$ cat src/rtl/flash_wstat_pkg.sv
// Package: shared types for the write-status polling logic.
// Assumes an 8-bit data bus; bit 7 is the polarity flag, bit 6 the toggle flag.
package flash_wstat_pkg;
    typedef enum logic {
        OP_PROG  = 1'b0,
        OP_ERASE = 1'b1
    } op_kind_e;

    localparam int DATA_W   = 8;
    localparam int POLL_BIT = 7;
    localparam int TOG_BIT  = 6;
endpackage

$ cat src/rtl/wstat_rst_filter.sv
// Module: wstat_rst_filter
// Qualifies the active-low reset pin: hold rises only after the pin has
// been sampled low on RST_MIN consecutive clock edges, and falls in the
// cycle after the pin is seen high. Assumes RST_MIN >= 1.
module wstat_rst_filter #(
    parameter int RST_MIN = 4
) (
    input  logic clk,
    input  logic rst_n,
    input  logic pin_n,
    output logic hold
);
    localparam int CW = $clog2(RST_MIN + 2);

    logic [CW-1:0] low_cnt;

    // Count consecutive low samples and raise hold at the threshold.
    always_ff @(posedge clk) begin
        if (!rst_n) begin
            low_cnt <= '0;
            hold    <= 1'b0;
        end else if (pin_n) begin
            low_cnt <= '0;
            hold    <= 1'b0;
        end else begin
            if (low_cnt != CW'(RST_MIN))
                low_cnt <= low_cnt + 1'b1;
            hold <= (low_cnt >= CW'(RST_MIN - 1));
        end
    end

    // a high pin always releases the filter in the next cycle
    a_r8_pin_high_releases: assert property (@(posedge clk) disable iff (!rst_n)
        pin_n |=> !hold);

    // hold can only appear after the pin was low
    a_r9_hold_needs_low_pin: assert property (@(posedge clk) disable iff (!rst_n)
        $rose(hold) |-> !$past(pin_n));
endmodule

$ cat src/rtl/wstat_op_timer.sv
// Module: wstat_op_timer
// Tracks one internal operation: accepts a start when idle and not held in
// reset, counts the busy length down, then runs a settle window after a
// program. An honoured reset aborts both and pulses 'aborted'.
// Assumes op_len is stable during the start pulse.
module wstat_op_timer
    import flash_wstat_pkg::*;
#(
    parameter int LEN_W      = 16,
    parameter int SETTLE_CYC = 50
) (
    input  logic             clk,
    input  logic             rst_n,
    input  logic             hold,
    input  logic             op_start,
    input  logic             op_kind,
    input  logic [LEN_W-1:0] op_len,
    input  logic             prog_bit7,
    output logic             busy,
    output logic             settling,
    output op_kind_e         kind_q,
    output logic             pbit7_q,
    output logic             op_begin,
    output logic             aborted
);
    localparam int SW = $clog2(SETTLE_CYC + 2);

    logic [LEN_W-1:0] busy_cnt;
    logic [SW-1:0]    settle_cnt;

    assign busy     = (busy_cnt != '0);
    assign settling = (settle_cnt != '0);
    assign op_begin = op_start && !busy && !hold;

    // Operation state: start, busy countdown, settle countdown, abort.
    always_ff @(posedge clk) begin
        if (!rst_n) begin
            busy_cnt   <= '0;
            settle_cnt <= '0;
            kind_q     <= OP_PROG;
            pbit7_q    <= 1'b0;
            aborted    <= 1'b0;
        end else if (hold) begin
            busy_cnt   <= '0;
            settle_cnt <= '0;
            aborted    <= busy || settling;
        end else begin
            aborted <= 1'b0;
            if (op_begin) begin
                busy_cnt   <= (op_len == '0) ? LEN_W'(1) : op_len;
                kind_q     <= op_kind_e'(op_kind);
                pbit7_q    <= prog_bit7;
                settle_cnt <= '0;
            end else if (busy) begin
                busy_cnt <= busy_cnt - 1'b1;
                if (busy_cnt == LEN_W'(1) && kind_q == OP_PROG)
                    settle_cnt <= SW'(SETTLE_CYC);
            end else if (settling) begin
                settle_cnt <= settle_cnt - 1'b1;
            end
        end
    end

    // an accepted start makes the block busy next cycle
    a_r2_start_sets_busy: assert property (@(posedge clk) disable iff (!rst_n)
        (op_start && !busy && !hold) |=> busy);

    // a running operation keeps its kind and programmed bit
    a_r7_start_ignored_busy: assert property (@(posedge clk) disable iff (!rst_n)
        (busy && !hold) |=> ($stable(kind_q) && $stable(pbit7_q)));

    // an honoured reset leaves nothing running
    a_r9_abort_clears: assert property (@(posedge clk) disable iff (!rst_n)
        hold |=> (!busy && !settling));

    // the settle window follows only a program
    a_r6_settle_after_prog: assert property (@(posedge clk) disable iff (!rst_n)
        $rose(settling) |-> (kind_q == OP_PROG));
endmodule

$ cat src/rtl/wstat_status_mux.sv
// Module: wstat_status_mux
// Builds the byte returned on a read: polarity and toggle flags while busy,
// a bit-7-only view while settling, true data otherwise. Holds the toggle
// flip-flop and registers the bus value and driver enable.
// Assumes rd_stb is a one-cycle strobe per read.
module wstat_status_mux
    import flash_wstat_pkg::*;
(
    input  logic              clk,
    input  logic              rst_n,
    input  logic              hold,
    input  logic              rd_stb,
    input  logic              busy,
    input  logic              settling,
    input  op_kind_e          kind_q,
    input  logic              pbit7_q,
    input  logic              op_begin,
    input  logic [DATA_W-1:0] arr_data,
    output logic [DATA_W-1:0] bus_q,
    output logic              bus_oe
);
    logic              tog_q;
    logic [DATA_W-1:0] rd_val;

    // Toggle flag: cleared per operation, inverted by each busy read.
    always_ff @(posedge clk) begin
        if (!rst_n)
            tog_q <= 1'b0;
        else if (hold || op_begin)
            tog_q <= 1'b0;
        else if (rd_stb && busy)
            tog_q <= ~tog_q;
    end

    // Select what a read returns in the present state.
    always_comb begin
        rd_val = arr_data;
        if (busy) begin
            rd_val           = '1;
            rd_val[POLL_BIT] = (kind_q == OP_ERASE) ? 1'b0 : ~pbit7_q;
            rd_val[TOG_BIT]  = tog_q;
        end else if (settling) begin
            rd_val           = '1;
            rd_val[POLL_BIT] = arr_data[POLL_BIT];
        end
    end

    // Register the bus byte and its driver enable per read strobe.
    always_ff @(posedge clk) begin
        if (!rst_n) begin
            bus_q  <= '0;
            bus_oe <= 1'b0;
        end else if (hold) begin
            bus_oe <= 1'b0;
        end else if (rd_stb) begin
            bus_q  <= rd_val;
            bus_oe <= 1'b1;
        end else begin
            bus_oe <= 1'b0;
        end
    end

    // without a read or new operation the toggle flag holds
    a_r5_toggle_quiet: assert property (@(posedge clk) disable iff (!rst_n)
        (!rd_stb && !op_begin && !hold) |=> $stable(tog_q));

    // drivers are off while reset is honoured
    a_r9_bus_released: assert property (@(posedge clk) disable iff (!rst_n)
        hold |=> !bus_oe);

    // the bus is driven only after a read strobe
    a_r10_oe_after_read: assert property (@(posedge clk) disable iff (!rst_n)
        bus_oe |-> $past(rd_stb));

    // an erase in progress reads bit 7 as 0
    a_r4_erase_poll_low: assert property (@(posedge clk) disable iff (!rst_n)
        (rd_stb && busy && kind_q == OP_ERASE && !hold) |=> (bus_q[POLL_BIT] == 1'b0));

    // a program in progress reads bit 7 inverted
    a_r3_prog_poll_inverted: assert property (@(posedge clk) disable iff (!rst_n)
        (rd_stb && busy && kind_q == OP_PROG && !hold) |=> (bus_q[POLL_BIT] != $past(pbit7_q)));
endmodule

$ cat src/rtl/flash_wstat.sv
// Module: flash_wstat (top)
// Write-status polling logic: connects the reset-pin filter, the operation
// timer and the read-value selector. Assumes all inputs are synchronous to clk.
module flash_wstat
    import flash_wstat_pkg::*;
#(
    parameter int LEN_W      = 16,
    parameter int SETTLE_CYC = 50,
    parameter int RST_MIN    = 4
) (
    input  logic              clk,
    input  logic              rst_n,
    input  logic              rst_pin_n,
    input  logic              op_start,
    input  logic              op_kind,
    input  logic [LEN_W-1:0]  op_len,
    input  logic              prog_bit7,
    input  logic [DATA_W-1:0] arr_data,
    input  logic              rd_stb,
    output logic              busy,
    output logic [DATA_W-1:0] bus_q,
    output logic              bus_oe,
    output logic              aborted
);
    logic     hold;
    logic     settling;
    logic     pbit7_q;
    logic     op_begin;
    op_kind_e kind_q;

    wstat_rst_filter #(.RST_MIN(RST_MIN)) filt_i (
        .clk   (clk),
        .rst_n (rst_n),
        .pin_n (rst_pin_n),
        .hold  (hold)
    );

    wstat_op_timer #(.LEN_W(LEN_W), .SETTLE_CYC(SETTLE_CYC)) timer_i (
        .clk       (clk),
        .rst_n     (rst_n),
        .hold      (hold),
        .op_start  (op_start),
        .op_kind   (op_kind),
        .op_len    (op_len),
        .prog_bit7 (prog_bit7),
        .busy      (busy),
        .settling  (settling),
        .kind_q    (kind_q),
        .pbit7_q   (pbit7_q),
        .op_begin  (op_begin),
        .aborted   (aborted)
    );

    wstat_status_mux mux_i (
        .clk      (clk),
        .rst_n    (rst_n),
        .hold     (hold),
        .rd_stb   (rd_stb),
        .busy     (busy),
        .settling (settling),
        .kind_q   (kind_q),
        .pbit7_q  (pbit7_q),
        .op_begin (op_begin),
        .arr_data (arr_data),
        .bus_q    (bus_q),
        .bus_oe   (bus_oe)
    );
endmodule

$ cat config.mk
export PLATFORM = sky130hd
export DESIGN_NAME = flash_wstat
export DESIGN_NICKNAME = d
export VERILOG_FILES = /design/src/rtl/flash_wstat_pkg.sv /design/src/rtl/wstat_rst_filter.sv /design/src/rtl/wstat_op_timer.sv /design/src/rtl/wstat_status_mux.sv /design/src/rtl/flash_wstat.sv
export SDC_FILE = /design/constraint.sdc
export NUM_CORES = 1
export LEC_CHECK = 0
export BUFFER_PORTS_ARGS = -buffer_cell sky130_fd_sc_hd__buf_2
export CELL_PAD_IN_SITES_DETAIL_PLACEMENT = 0
export CELL_PAD_IN_SITES_GLOBAL_PLACEMENT = 1
export CORE_AREA = 8 8 96 72
export CTS_CLUSTER_SIZE = 14
export DETAILED_ROUTE_END_ITERATION = 7
export DIE_AREA = 0 0 104 80
export HOLD_SLACK_MARGIN = 0.03
export PLACE_DENSITY = 0.82
export SLEW_MARGIN = 0
export SYNTH_ARGS = -nofsm -noshare
export SYNTH_HDL_FRONTEND = slang
export SYNTH_HIERARCHICAL = 1
export SYNTH_SLANG_ARGS = --single-unit
$ cat constraint.sdc
create_clock -name clk -period 2.89 [get_ports clk]
set_input_delay 0.578 -clock clk [delete_from_list [all_inputs] [get_ports clk]]
set_output_delay 0.578 -clock clk [all_outputs]
set_load 0.005 [all_outputs]
==> summary by stage, run 1 <==
Status
The flow ran to the end, and the final reports show no timing, DRC or antenna violations.

Worst setup path
The data required time at the worst endpoint is 2.31 ns. The cell count of the worst reg-to-reg path is 7. Walking the worst path, the cells encountered are inv_1 > ha_1 > nor4b_1 > nand4_1 > buf_2.

The slowest stage cell on the critical path is nand4_1. The delay of the slowest critical-path stage is around 0.45 ns. The slack of the worst reg-to-reg path is 0.48 ns. Data on the critical path arrives at its endpoint at 1.93 ns.

Along the worst path, the maximum fanout reaches 12. The type of the setup path with the least slack is register to output port. The startpoint class of the critical path is a register. The startpoint of the most critical register-to-register path is timer_i/busy_cnt[1].

The worst register-to-register path ends at timer_i/busy_cnt[15]. The endpoint kind of the worst setup timing path is an output port.

Min path
The worst hold path terminates at timer_i/settle_cnt[4]. The path type of the worst min-delay path is register to register. The worst hold path begins at timer_i/settle_cnt[4]. The worst hold path passes through 2 cells.

Layout
The area added between synthesis and finish is 19.95%. In the final layout, the share of cells above drive strength 1 is 25.08%. For this run, the post-layout net count is 332. The number of antenna diodes in the final layout is 0.

Floorplan
In this run the vertical extent of the chip is about 80 um. The die is 104 um wide. The number of standard-cell rows in the floorplan is 23.

The total die area is 8320 um^2. The starting density of the core is 39.11%. The core area is ~5500 um^2. During I/O placement, the number of pins put on the boundary was 42.

GRT
Entering global routing, the biggest net connects 18 pins. Summed over all layers, the global routing overflow is 0. The global routing usage summed across all routing layers is ~14%. The first global-routing pass estimated 9956 um of wire.

The initial antenna violation count is 0. The number of global-route vias before repair was 1,983.

Synth
Counting flops and latches in the post-synthesis netlist gives 39. In this run, distinct cell masters in the synthesized netlist total 52. Counting flops with a built-in enable in the synthesized netlist gives 0.

The area share of the largest cell type after synthesis is 36.51%. In the synthesized netlist, the number of instances is 252. The number of nets in the synthesized netlist is 290. By area the synthesized netlist is led by dfxtp_1, nand3_1, a21oi_1. The sequential share of the synthesized area is 36.51%. Among all flip-flop cells after synthesis, the most frequent one is dfxtp_1. For this run, the number of Yosys warnings is 6. The fraction of registers with async set/reset is 0%. After synthesis, the mean cell area works out to 8.485 um^2.

The area of the mapped netlist is 2138 um^2. Of all cell types, the one taking the most synthesized area is dfxtp_1.

CTS
The H-tree generated during clock tree synthesis spans 2 levels. The clock transition at the register clock pins on the worst setup and hold paths after CTS is 0.08 ns. After clock tree synthesis, the flow added hold-fix buffers numbering 0. The longest clock path from root to sink contains 2 buffers.

The total of cells resized after clock tree synthesis is 0. The cell sitting at the root of the clock tree is a clkbuf_8. The clock insertion delay at the later pin of the skew report is 0.29 ns.

The total number of clock tree sinks is 39. The CTS tree is built. The number of clock buffers added by TritonCTS is 5. The post-CTS repair timing setup buffer count is 0.

Drt
The final layout contains routed wiring with a total length of 5950 um. The number of optimization iterations in the first detailed-route pass is 4. The overall via count from detail_route is 2,020. After detailed routing, the number of remaining DRC violations is 0. The number of DRC markers after the initial detailed-route iteration is 108. The routed length per instance is between 15 and 20 um.

The count of antenna-violating nets left after detailed routing is 0. In the routed layout, each cell is associated on average with a via count of 5.459.

Placement
Detailed placement finished with a half-perimeter wire length of ~4400 um. Buffers placed on the I/O ports in this run total 41. Routability-driven placement finished with a final weighted congestion of 0.8267.

Power
The highest ir drop seen on vdd is 0.0004274 V. Overall power consumption after layout is estimated at 2.835 mW. The areal power density over the cells is 1105 nW/um^2.

For this design the static power due to leakage is ~1.0 nW.

Timing
The post-route fraction of the period consumed by the critical path is 86.75%. Setup repair after global routing left no endpoint under its margin. The final critical delay including setup and external delays is between 2 and 3 ns. The worst pin sits at a relative slew slack of around 64%. The worst-margin pin slew is between 0.5 and 0.6 ns. The worst setup skew after layout is a little under 0.008 ns. Hold timing on the final database bottoms out at a slack of 0.4756 ns.

Static timing analysis puts the maximum clock frequency at 398.9 MHz. The count of final max-slew check failures is 0. The final count of negative-setup-slack endpoints is 0. The sum of negative setup slack is 0 ns. The final-report hold violation count is 0.

Flow run
Max-cap violations in this run came to 0.
==> through the flow <==
stage	cell area [um^2]	utilization [%]	instances	setup slack, ns
detailed placement	2432	44.49	362	0.5587
finish	2565	46.91	370	0.3831
global placement	2432	44.49	362	0.5708
CTS	2565	46.91	370	0.4115
global route	2565	46.91	370	0.2407
floorplan	2138	-	252	0.7425
==> how the worst max path moves through the flow <==
| stage | start | endpoint | cells past startpoint |
|---|---|---|---|
| final | timer_i/busy_cnt[1] | busy | 5 |
| after detailed placement | timer_i/busy_cnt[0] | timer_i/busy_cnt[15] | 7 |
| after global routing | timer_i/busy_cnt[0] | timer_i/busy_cnt[15] | 7 |
| after CTS | timer_i/busy_cnt[1] | busy | 5 |
| after floorplan | timer_i/busy_cnt[0] | mux_i/bus_q[0] | 9 |
| after global placement | timer_i/busy_cnt[0] | timer_i/busy_cnt[15] | 7 |
==> kinds of logic after synthesis <==
logic type | synth area share [%]
simple gates | 28.32
compound gates | 21.77
mux | 0.4681
fa+ha+maj | 4.096
buf+inv | 5.149
flops | 36.51
xor+xnor | 3.687
==> area by class of cell <==
cell class,instances,area [um^2]
inverter,12,45.04
multi-input combinational,187,1247
tap,75,93.84
clock inverter,2,60.06
sequential,39,780.7
timing repair buffer,49,265.3
clock buffer,6,72.57
fill,548,2903
==> Yosys cell counts, types with 3 or more instances <==
master,count
nor2b_1,5
nor4_1,5
xor2_1,8
a21oi_1,18
dfxtp_1,39
ha_1,7
a31oi_1,6
o22ai_1,3
nor2_1,9
inv_1,12
and4_1,3
nand3_1,20
nand2_1,15
nand2b_1,3
nor3_1,7
a211oi_1,4
nor3b_1,3
buf_2,4
o21ai_0,16
nand4_1,9
o31ai_1,5
a21boi_0,3
clkbuf_1,7
o221a_2,6
==> worst max-delay path, delay by kind of cell, from the launching register on <==
family	cells	cell delay [ns]
flip-flops	1	0.35
adder cells (fa/ha/maj)	1	0.18
buffers and inverters	2	0.43
AND/OR/NAND/NOR	2	0.68
==> metal layers <==
layer / GRT usage, % / routed length [um] / share of wire, %
met4: 3.309 / 15 / 0.25
met2: 22.54 / 2700 / 45
met1: 19.29 / 2910 / 49
met3: 3.710 / 323 / 5.4
met5: 0 / 0 / 0
==> flip-flops by register name (all words and copies together), names as in the netlist <==
register	count
timer_i/aborted	1
timer_i/pbit7_q	1
mux_i/tog_q	1
mux_i/bus_oe	1
timer_i/settle_cnt	6
timer_i/kind_q	1
timer_i/busy_cnt	16
filt_i/low_cnt	3
filt_i/hold	1
mux_i/bus_q	8
==> layout by cell type, fill, tap and decap left out, types with 6 or more instances in the layout <==
cell,Yosys,layout
buf_2,4,41
dfxtp_1,39,39
nand3_1,20,20
a21oi_1,18,18
o21ai_0,16,16
nand2_1,15,15
inv_1,12,12
nor2_1,9,9
nand4_1,9,9
xor2_1,8,8
buf_4,0,8
ha_1,7,7
nor3_1,7,7
o221a_2,6,6
a31oi_1,6,6
==> report_power, final <==
group          switching [mW]  leakage [nW]  internal [mW]
clock network           0.200        0.0654          0.345
registers               0.141         0.320          0.671
logic                   0.899         0.664          0.579
Power figures use the tool's default switching activity.
==> run 2, diff against run 1 <==
--- a/config.mk
+++ b/config.mk
@@ -9,10 +9,10 @@
 export CELL_PAD_IN_SITES_DETAIL_PLACEMENT = 0
 export CELL_PAD_IN_SITES_GLOBAL_PLACEMENT = 1
-export CORE_AREA = 8 8 96 72
+export CORE_AREA = 8 8 82 84
 export CTS_CLUSTER_SIZE = 14
 export DETAILED_ROUTE_END_ITERATION = 7
-export DIE_AREA = 0 0 104 80
+export DIE_AREA = 0 0 90 92
 export HOLD_SLACK_MARGIN = 0.03
-export PLACE_DENSITY = 0.82
+export PLACE_DENSITY = 0.81
 export SLEW_MARGIN = 0
 export SYNTH_ARGS = -nofsm -noshare
==> constraint.sdc (replaced) <==
create_clock -name clk -period 2.89 [get_ports clk]
set_input_delay 0.578 -clock clk [delete_from_list [all_inputs] [get_ports clk]]
set_output_delay 0.578 -clock clk [all_outputs]
set_load 0.05 [all_outputs]
==> run 2 against run 1 <==
- worst setup slack lost 0.028 ns
- non-clock buffer count down 1
- combinational power rose by 4%
==> summary by stage, run 2 (synthesis results as in run 1) <==
Status
The flow ran to the end, and the final reports show no timing, DRC or antenna violations.

Drt
The final routed wirelength across all metal layers is 5785 um (-2.8%). The routed via count divided by cell count came to 5.530 (+1.3%). The count of antenna-violating nets left after detailed routing came to 0 (unchanged). The number of optimization iterations in the first detailed-route pass is 4 (unchanged). The overall via count from detail_route is 2,024 (+0.20%). The DRC violation count after routing is 0 (unchanged). The routed length per instance is 15.81 um (-1.7%). The number of DRC markers after the initial detailed-route iteration is 167 (+55%).

Timing
The worst-margin pin slew came to 0.5736 ns (+0.03957 ns). The final count of negative-setup-slack endpoints came to 0 (unchanged). The final critical delay including setup and external delays is 2.535 ns (+0.02847 ns). The maximum clock frequency is 394.4 MHz (-1.1%).

The worst slew margin relative to its limit is 61.68% (-2.3 points). The worst setup skew after layout is 0.01171 ns (+0.003936 ns). The sum of negative setup slack is 0 ns (unchanged).

Setup repair after global routing left no endpoint under its margin. The post-route fraction of the period consumed by the critical path came to 87.73% (+0.98 points). The final-report hold violation count is 0 (unchanged). The count of final max-slew check failures is 0 (unchanged).

Worst setup path
The worst setup path is launched from a register. The slack of the worst reg-to-reg path was 0.39 ns (-0.09 ns). The data required time at the worst endpoint was 2.31 ns (about the same). The data arrival time of the critical path was 1.96 ns (+0.03 ns). The maximum fanout along the worst path is 11 (-1). STA classifies the critical path endpoint as an output port. By startpoint and endpoint, the worst setup path is classified as register to output port.

Power
The leakage power of the design is 1.037 nW (-1.2%). The part of the power in combinational logic is 54.7% (+2.6 points). The highest ir drop seen on vdd came to 0.0003851 V (-9.9%). The part of the power in the clock network came to 16.4% (-2.8 points). The sum of internal, switching and leakage power is 2.809 mW (-0.93%). The switching fraction of total power came to 46.89% (+3.2 points). The areal power density over the cells is 1109 nW/um^2 (+0.30%). The internal power was 1.492 mW (-6.5%). The net load switching power is 1.317 mW (+6.2%). The part of the total power dissipated in sequential elements was 28.9% (+0.3 points).

Placement
The count of port buffers added during placement is 41 (unchanged). The half-perimeter wire length after placement came to 4326 um (-2.5%). The placer congestion estimate was 0.8306 (+0.47%).

GRT
The initial antenna violation count was 0 (unchanged). The largest net degree at the start of global routing is 18 (unchanged). The first-pass GRT wire length is 9722 um (-2.4%). The global routing usage summed across all routing layers is 14.12% (-0.23 points). The total congestion overflow after global routing is 0 (unchanged). The number of global-route vias before repair is 1,943 (-2.0%).

CTS
The total number of H-tree levels came to 2 (unchanged). The total of cells resized after clock tree synthesis is 0 (unchanged). The root buffer cell is clkbuf_8. The clock insertion delay at the later pin of the skew report came to 0.30 ns (about the same). The post-CTS repair timing setup buffer count is 0 (unchanged).

TritonCTS built the clock tree. The clock transition at the register clock pins on the worst setup and hold paths after CTS was 0.09 ns (about the same). The number of hold buffers added after CTS is 0 (unchanged).

The buffer levels on the longest clock path is 2 (unchanged). The total number of clock tree sinks is 39 (unchanged). The total clock buffers created by CTS is 5 (unchanged).

Layout
The library cells used most frequently in the layout, excluding fill and tap cells, are buf_2, dfxtp_1, nand3_1, a21oi_1, o21ai_0. The share of final-layout standard cells stronger than drive strength 1 is 25.17% (+0.085 points). Counting flops per register, the top entry is timer_i/busy_cnt.

The area added between synthesis and finish is 18.49%. The largest registers in the layout are timer_i/busy_cnt x16, mux_i/bus_q x8, timer_i/settle_cnt x6. The final layout net count is 331 (-0.30%).

The most common cell after layout, fill and taps aside is buf_2. The number of flip-flops in the largest register is 16 (unchanged). The antenna diode count came to 0 (unchanged).

Flow run
The max-cap check violation count is 0 (unchanged).

Floorplan
The boundary pin count came to 42 (unchanged). The core area is 5405 um^2 (-1.1%). The total die area was 8280 um^2 (-0.48%).

The vertical extent of the die is 92 um (+15%). The die boundary width was 90 um (-13%). The number of standard-cell rows in the floorplan is 27 (+17%). The starting density of the core is 39.56% (+0.45 points).

Min path
The tightest min-delay check is of the register to register type.
[run 2: cell count changes in the layout (fill, tap and decap cells not counted)]
cell       before  now
bufinv_16       2    1
clkinv_2        0    1
buf_4           8    7
clkbuf_1        1    0
clkinv_4        0    1
[run 2: power groups by stage]
stage / Sequential, mW / Combinational [mW] / Clock, mW
5_1_grt: 0.833 / 1.70 / 0.503
2_1_floorplan: 0.845 / 1.09 / 0
3_5_place_dp: 0.823 / 1.50 / 0
4_1_cts: 0.810 / 1.51 / 0.477
3_3_place_gp: 0.816 / 1.50 / 0
6_report: 0.812 / 1.54 / 0.462
[run 2: path summary, 6_finish.rpt]
kind	start	endpoint	cells after the start
setup / recovery	timer_i/busy_cnt[0]	busy	5
hold / removal	mux_i/bus_q[6]	mux_i/bus_q[6]	2
setup reg to reg	timer_i/busy_cnt[0]	timer_i/busy_cnt[15]	6
hold reg to reg	mux_i/bus_q[6]	mux_i/bus_q[6]	2
[run 2: per-layer routing]
metal  routed length, um  GRT usage (%)  vias up
met5                   0              0        -
met4                  94          5.964        0
met3                 289          3.667        9
met2                2573          20.92       57
met1                2827          18.92      936
li1                    -              -     1022
[run 2: per-stage QoR]
stage               setup slack (ns)  util [%]  instances  hold WS [ns]  cell area [um^2]
detailed placement            0.3371     44.65        357        0.4654              2414
global placement              0.4054     44.65        357        0.4573              2414
CTS                         0.004041     46.74        365        0.4795              2526
global route                  0.1599     46.88        366        0.5069              2534
finish                        0.3546     46.88        366        0.4775              2534
floorplan                     0.3833         -        252        0.4462              2138
[run 2: worst max-delay path, cell delays in order (launching register included)]
cell     delay [ns]
dfxtp_1        0.39
inv_1          0.11
ha_1           0.34
nor4b_1        0.32
nand4_1        0.22
buf_2          0.28
[run 2: area by class of cell]
class                      count  area (um^2)
tap                           72        90.09
clock inverter                 3        43.79
fill                         541         2872
clock buffer                   5        68.82
multi-input combinational    187         1247
sequential                    39        780.7
timing repair buffer          48        257.7
inverter                      12        45.04
==> run 3, diff against run 2 <==
CORE_AREA = 8 8 80 82   (was 8 8 82 84)
CTS_CLUSTER_DIAMETER = 120   (was default)
DIE_AREA = 0 0 88 90   (was 0 0 90 92)
SYNTH_HIERARCHICAL = default   (was 1)
==> run 3 against run 2 <==
- clock skew shrank 0.0037 ns
- power shrank 26%
- combinational power shrank 39%
- final cell count shrank 7.1%
- largest cell class unchanged
- worst hold slack lost 0.014 ns
- critical path type unchanged
- largest power group unchanged
- highest routed layer unchanged
==> summary by stage, run 3 <==
Status
The run finished with clean final reports.

Floorplan
The die boundary width came to 88 um (-2.2%). The boundary pin count was 42 (unchanged). The vertical extent of the die is 90 um (-2.2%). The starting density of the core is 38.40% (-1.2 points).

The total die area is 7920 um^2 (-4.3%). The core area is 5236 um^2 (-3.1%). The number of standard-cell rows in the floorplan is 27 (unchanged).

Drt
The routed length per instance is 13.67 um (-14%). The count of antenna-violating nets left after detailed routing is 0 (unchanged). The DRC violation count after routing is 0 (unchanged). The overall via count from detail_route is 1,724 (-15%).

The final routed wirelength across all metal layers came to 4648 um (-20%). The number of optimization iterations in the first detailed-route pass is 4 (unchanged). The routed via count divided by cell count is 5.071 (-8.3%). The number of DRC markers after the initial detailed-route iteration is 53 (-68%).

Synth
The prevailing post-synth register cell is dfxtp_1. The sequential share of the synthesized area is 38.83% (+2.3 points). Sorting the synthesized cells by area gives the leading types as dfxtp_1, xor2_1, nor2_1. After synthesis, the most frequently instantiated cells are dfxtp_1, nor2_1, nand2_1. The post-synthesis register bit count came to 39 (unchanged).

The simple-gate share of the synthesized area is 28.94% (+0.62 points). The fraction of registers with async set/reset is 0% (unchanged). The area share of the largest cell type after synthesis is 38.83% (+2.3 points). The area of the mapped netlist came to 2011 um^2 (-6.0%). The number of distinct library cells after synthesis was 48 (-7.7%). The average instance area after synthesis is 8.936 um^2 (+5.3%). The net count after synthesis is 263 (-9.3%). The number of warnings reported in the yosys synthesis log is 0 (-6).

The leading cell type by number of instances after synthesis is dfxtp_1. The count of mapped cells out of synthesis is 225 (-11%). The post-synthesis share of cell area spent on full adders, half adders and majority gates is 4.356% (+0.26 points). The number of enable-type register cells in the synthesized netlist is 0 (unchanged). The XOR/XNOR share of the synthesized area is 6.098% (+2.4 points).

After synthesis, the largest family of logic cells by area is simple AND/OR/NAND/NOR gates. The complex-gate fraction of the synthesized area is 15.93% (-5.8 points). The largest area contributor in the synthesized netlist is dfxtp_1.

The share of synthesized area spent on multiplexers is 1.493% (+1.0 points).

GRT
The initial antenna violation count is 0 (unchanged). The total congestion overflow after global routing was 0 (unchanged). The largest net degree at the start of global routing is 19 (+1). The first-pass GRT wire length is 8045 um (-17%). The global routing usage summed across all routing layers is 12.60% (-1.5 points).

The number of global-route vias before repair is 1,848 (-4.9%).

CTS
The post-CTS repair timing setup buffer count is 0 (unchanged). The total number of clock tree sinks was 39 (unchanged). The number of hold buffers added after CTS is 0 (unchanged). Clock tree synthesis selected as its root buffer the cell clkbuf_8.

The clock insertion delay at the later pin of the skew report came to 0.30 ns (about the same). TritonCTS built the clock tree. The buffer levels on the longest clock path came to 2 (unchanged). The clock transition at the register clock pins on the worst setup and hold paths after CTS came to 0.08 ns (about the same). The total clock buffers created by CTS was 5 (unchanged). The total number of H-tree levels is 2 (unchanged). The total of cells resized after clock tree synthesis is 0 (unchanged).

Power
The switching fraction of total power is 42.44% (-4.5 points). The sum of internal, switching and leakage power was 2.067 mW (-26%). The leakage power of the design is 0.9999 nW (-3.5%). The areal power density over the cells is 878.4 nW/um^2 (-21%). The internal power is 1.190 mW (-20%). The highest ir drop seen on vdd came to 0.0004471 V (+16%). The net load switching power is 877.3 uW (-33%). The part of the power in combinational logic came to 45.6% (-9.1 points).

The part of the total power dissipated in sequential elements came to 36.7% (+7.8 points). The part of the power in the clock network is 17.8% (+1.4 points).

Placement
The half-perimeter wire length after placement is 3506 um (-19%). The number of cells in the design after placement is 332 (-7.0%). The count of port buffers added during placement is 41 (unchanged). The standard cell area after detailed placement is 2265 um^2 (-6.2%).

The placer congestion estimate is 0.7912 (-4.7%). The setup slack after placement was 0.6923 ns (+0.3552 ns).

Timing
The final critical delay including setup and external delays is 2.520 ns (-0.01552 ns). The count of final max-slew check failures is 0 (unchanged). The worst setup skew after layout is 0.007970 ns (-0.003741 ns). Setup repair after global routing left no endpoint under its margin. The worst slew margin relative to its limit came to 41.87% (-20 points). The final-report hold violation count was 0 (unchanged). The worst-margin pin slew is 0.8702 ns (+0.2966 ns).

The post-route fraction of the period consumed by the critical path was 87.19% (-0.54 points). The sum of negative setup slack is 0 ns (unchanged). The worst hold slack across all endpoints is 0.4634 ns (-0.01414 ns). The maximum clock frequency was 396.8 MHz (+0.62%). The worst setup slack after layout was 0.3701 ns (+0.01553 ns). The final count of negative-setup-slack endpoints was 0 (unchanged).

Layout
The area added between synthesis and finish is 17.05%. The final layout net count is 305 (-7.9%). The final cell count without fillers is 340 (-7.1%). The number of flip-flops in the largest register is 16 (unchanged). The antenna diode count is 0 (unchanged). The share of final-layout standard cells stronger than drive strength 1 is 25.37% (+0.20 points). The library cells used most frequently in the layout, excluding fill and tap cells, are buf_2, dfxtp_1, nor2_1, nand2_1, a21oi_1.

The register containing the most flip-flops in the final layout is timer_i.busy_cnt. The post-route cell area is 2354 um^2 (-7.1%). The total of fill cells in the finished design was 526 (-2.8%).

Leaving out fill and tap cells, the most frequent cell in the layout is buf_2. The largest registers in the layout are timer_i.busy_cnt x16, mux_i.bus_q x8, timer_i.settle_cnt x6. The share of the core filled with cells was 44.95% (-1.9 points).

Worst setup path
The worst setup path is launched from a register. The worst reg2reg path endpoint is timer_i.settle_cnt[4]. The data arrival time of the critical path was 1.94 ns (-0.02 ns). The number of buffers and inverters on the critical path is 3 (+1). The slack of the worst reg-to-reg path is 0.83 ns (+0.44 ns). The worst setup path is captured at an output port. The data required time at the worst endpoint is 2.31 ns (about the same). The slowest stage cell on the critical path is dfxtp_1.

The cell count of the worst reg-to-reg path is 8 (+2). The maximum fanout along the worst path is 18 (+7). Walking the worst path, the cells encountered are inv_1 > ha_1 > nor4b_1 > and4_1 > inv_6 > buf_2. The top cell family by delay on the critical path is buffers and inverters. The type of the setup path with the least slack is register to output port.

The startpoint of the most critical register-to-register path is timer_i.busy_cnt[1]. The delay of the slowest critical-path stage is 0.41 ns (+0.02 ns).

Min path
The hold-critical path depth is 2 (unchanged). In this run the worst hold path is classified as register to register. The source of the worst hold timing path is timer_i.pbit7_q. For hold timing, the worst endpoint is timer_i.pbit7_q.

Flow run
The max-cap check violation count is 0 (unchanged).
-- run 3: changes by cell type after synthesis, sizes merged, moves of 4 or more --
cell and delta:
a22oi +6, a31oi -4, clkbuf -4, nand2 +8
nand3 -14, nand4 -7, nor2 +19, o21ai -13
xor2 +4
-- run 3: cell type report --
type	count	area, um^2	share of cell area (%)
inverters	9	38.79	1.648
well taps	72	90.09	3.828
repair buffers	42	212.7	9.038
flip-flops and latches	39	780.7	33.17
multi-input cells	170	1142	48.54
clock buffers	5	68.82	2.924
clock inverters	3	20.02	0.8506
-- run 3: kinds of logic after synthesis --
group / after synthesis
AO/OA/AOI/OAI: 44
XOR/XNOR: 14
adder cells (fa/ha/maj): 7
buffers and inverters: 16
flip-flops: 39
multiplexers: 3
AND/OR/NAND/NOR: 102
-- run 3: power groups by stage --
| stage | Sequential [mW] | Clock [mW] | Combinational, mW |
|---|---|---|---|
| 2_1_floorplan | 0.814 | 0 | 0.721 |
| 3_3_place_gp | 0.767 | 0 | 0.940 |
| 3_5_place_dp | 0.769 | 0 | 0.942 |
| 4_1_cts | 0.758 | 0.376 | 0.948 |
| 5_1_grt | 0.777 | 0.396 | 1.06 |
| 6_report | 0.758 | 0.367 | 0.942 |
-- run 3: worst max-delay path by stage --
stage,start,to,depth (start not counted)
floorplan,timer_i.busy_cnt[0],busy,7
global placement,timer_i.busy_cnt[0],busy,6
detailed placement,timer_i.busy_cnt[0],busy,6
CTS,timer_i.busy_cnt[0],busy,6
global route,timer_i.busy_cnt[0],busy,6
finish,timer_i.busy_cnt[0],busy,6
-- run 3: worst min-delay path, stage by stage, from the launching register on --
cell	delay, ns
dfxtp_1	0.31
nand2_1	0.05
a21boi_0	0.06
-- run 3: per-layer routing --
metal	vias up	GRT usage, %	part of all wire, %
li1	898	-	-
met1	798	14.42	46
met2	22	21.28	50
met3	6	3.094	2.3
met4	0	5.452	1.7
met5	-	0	0
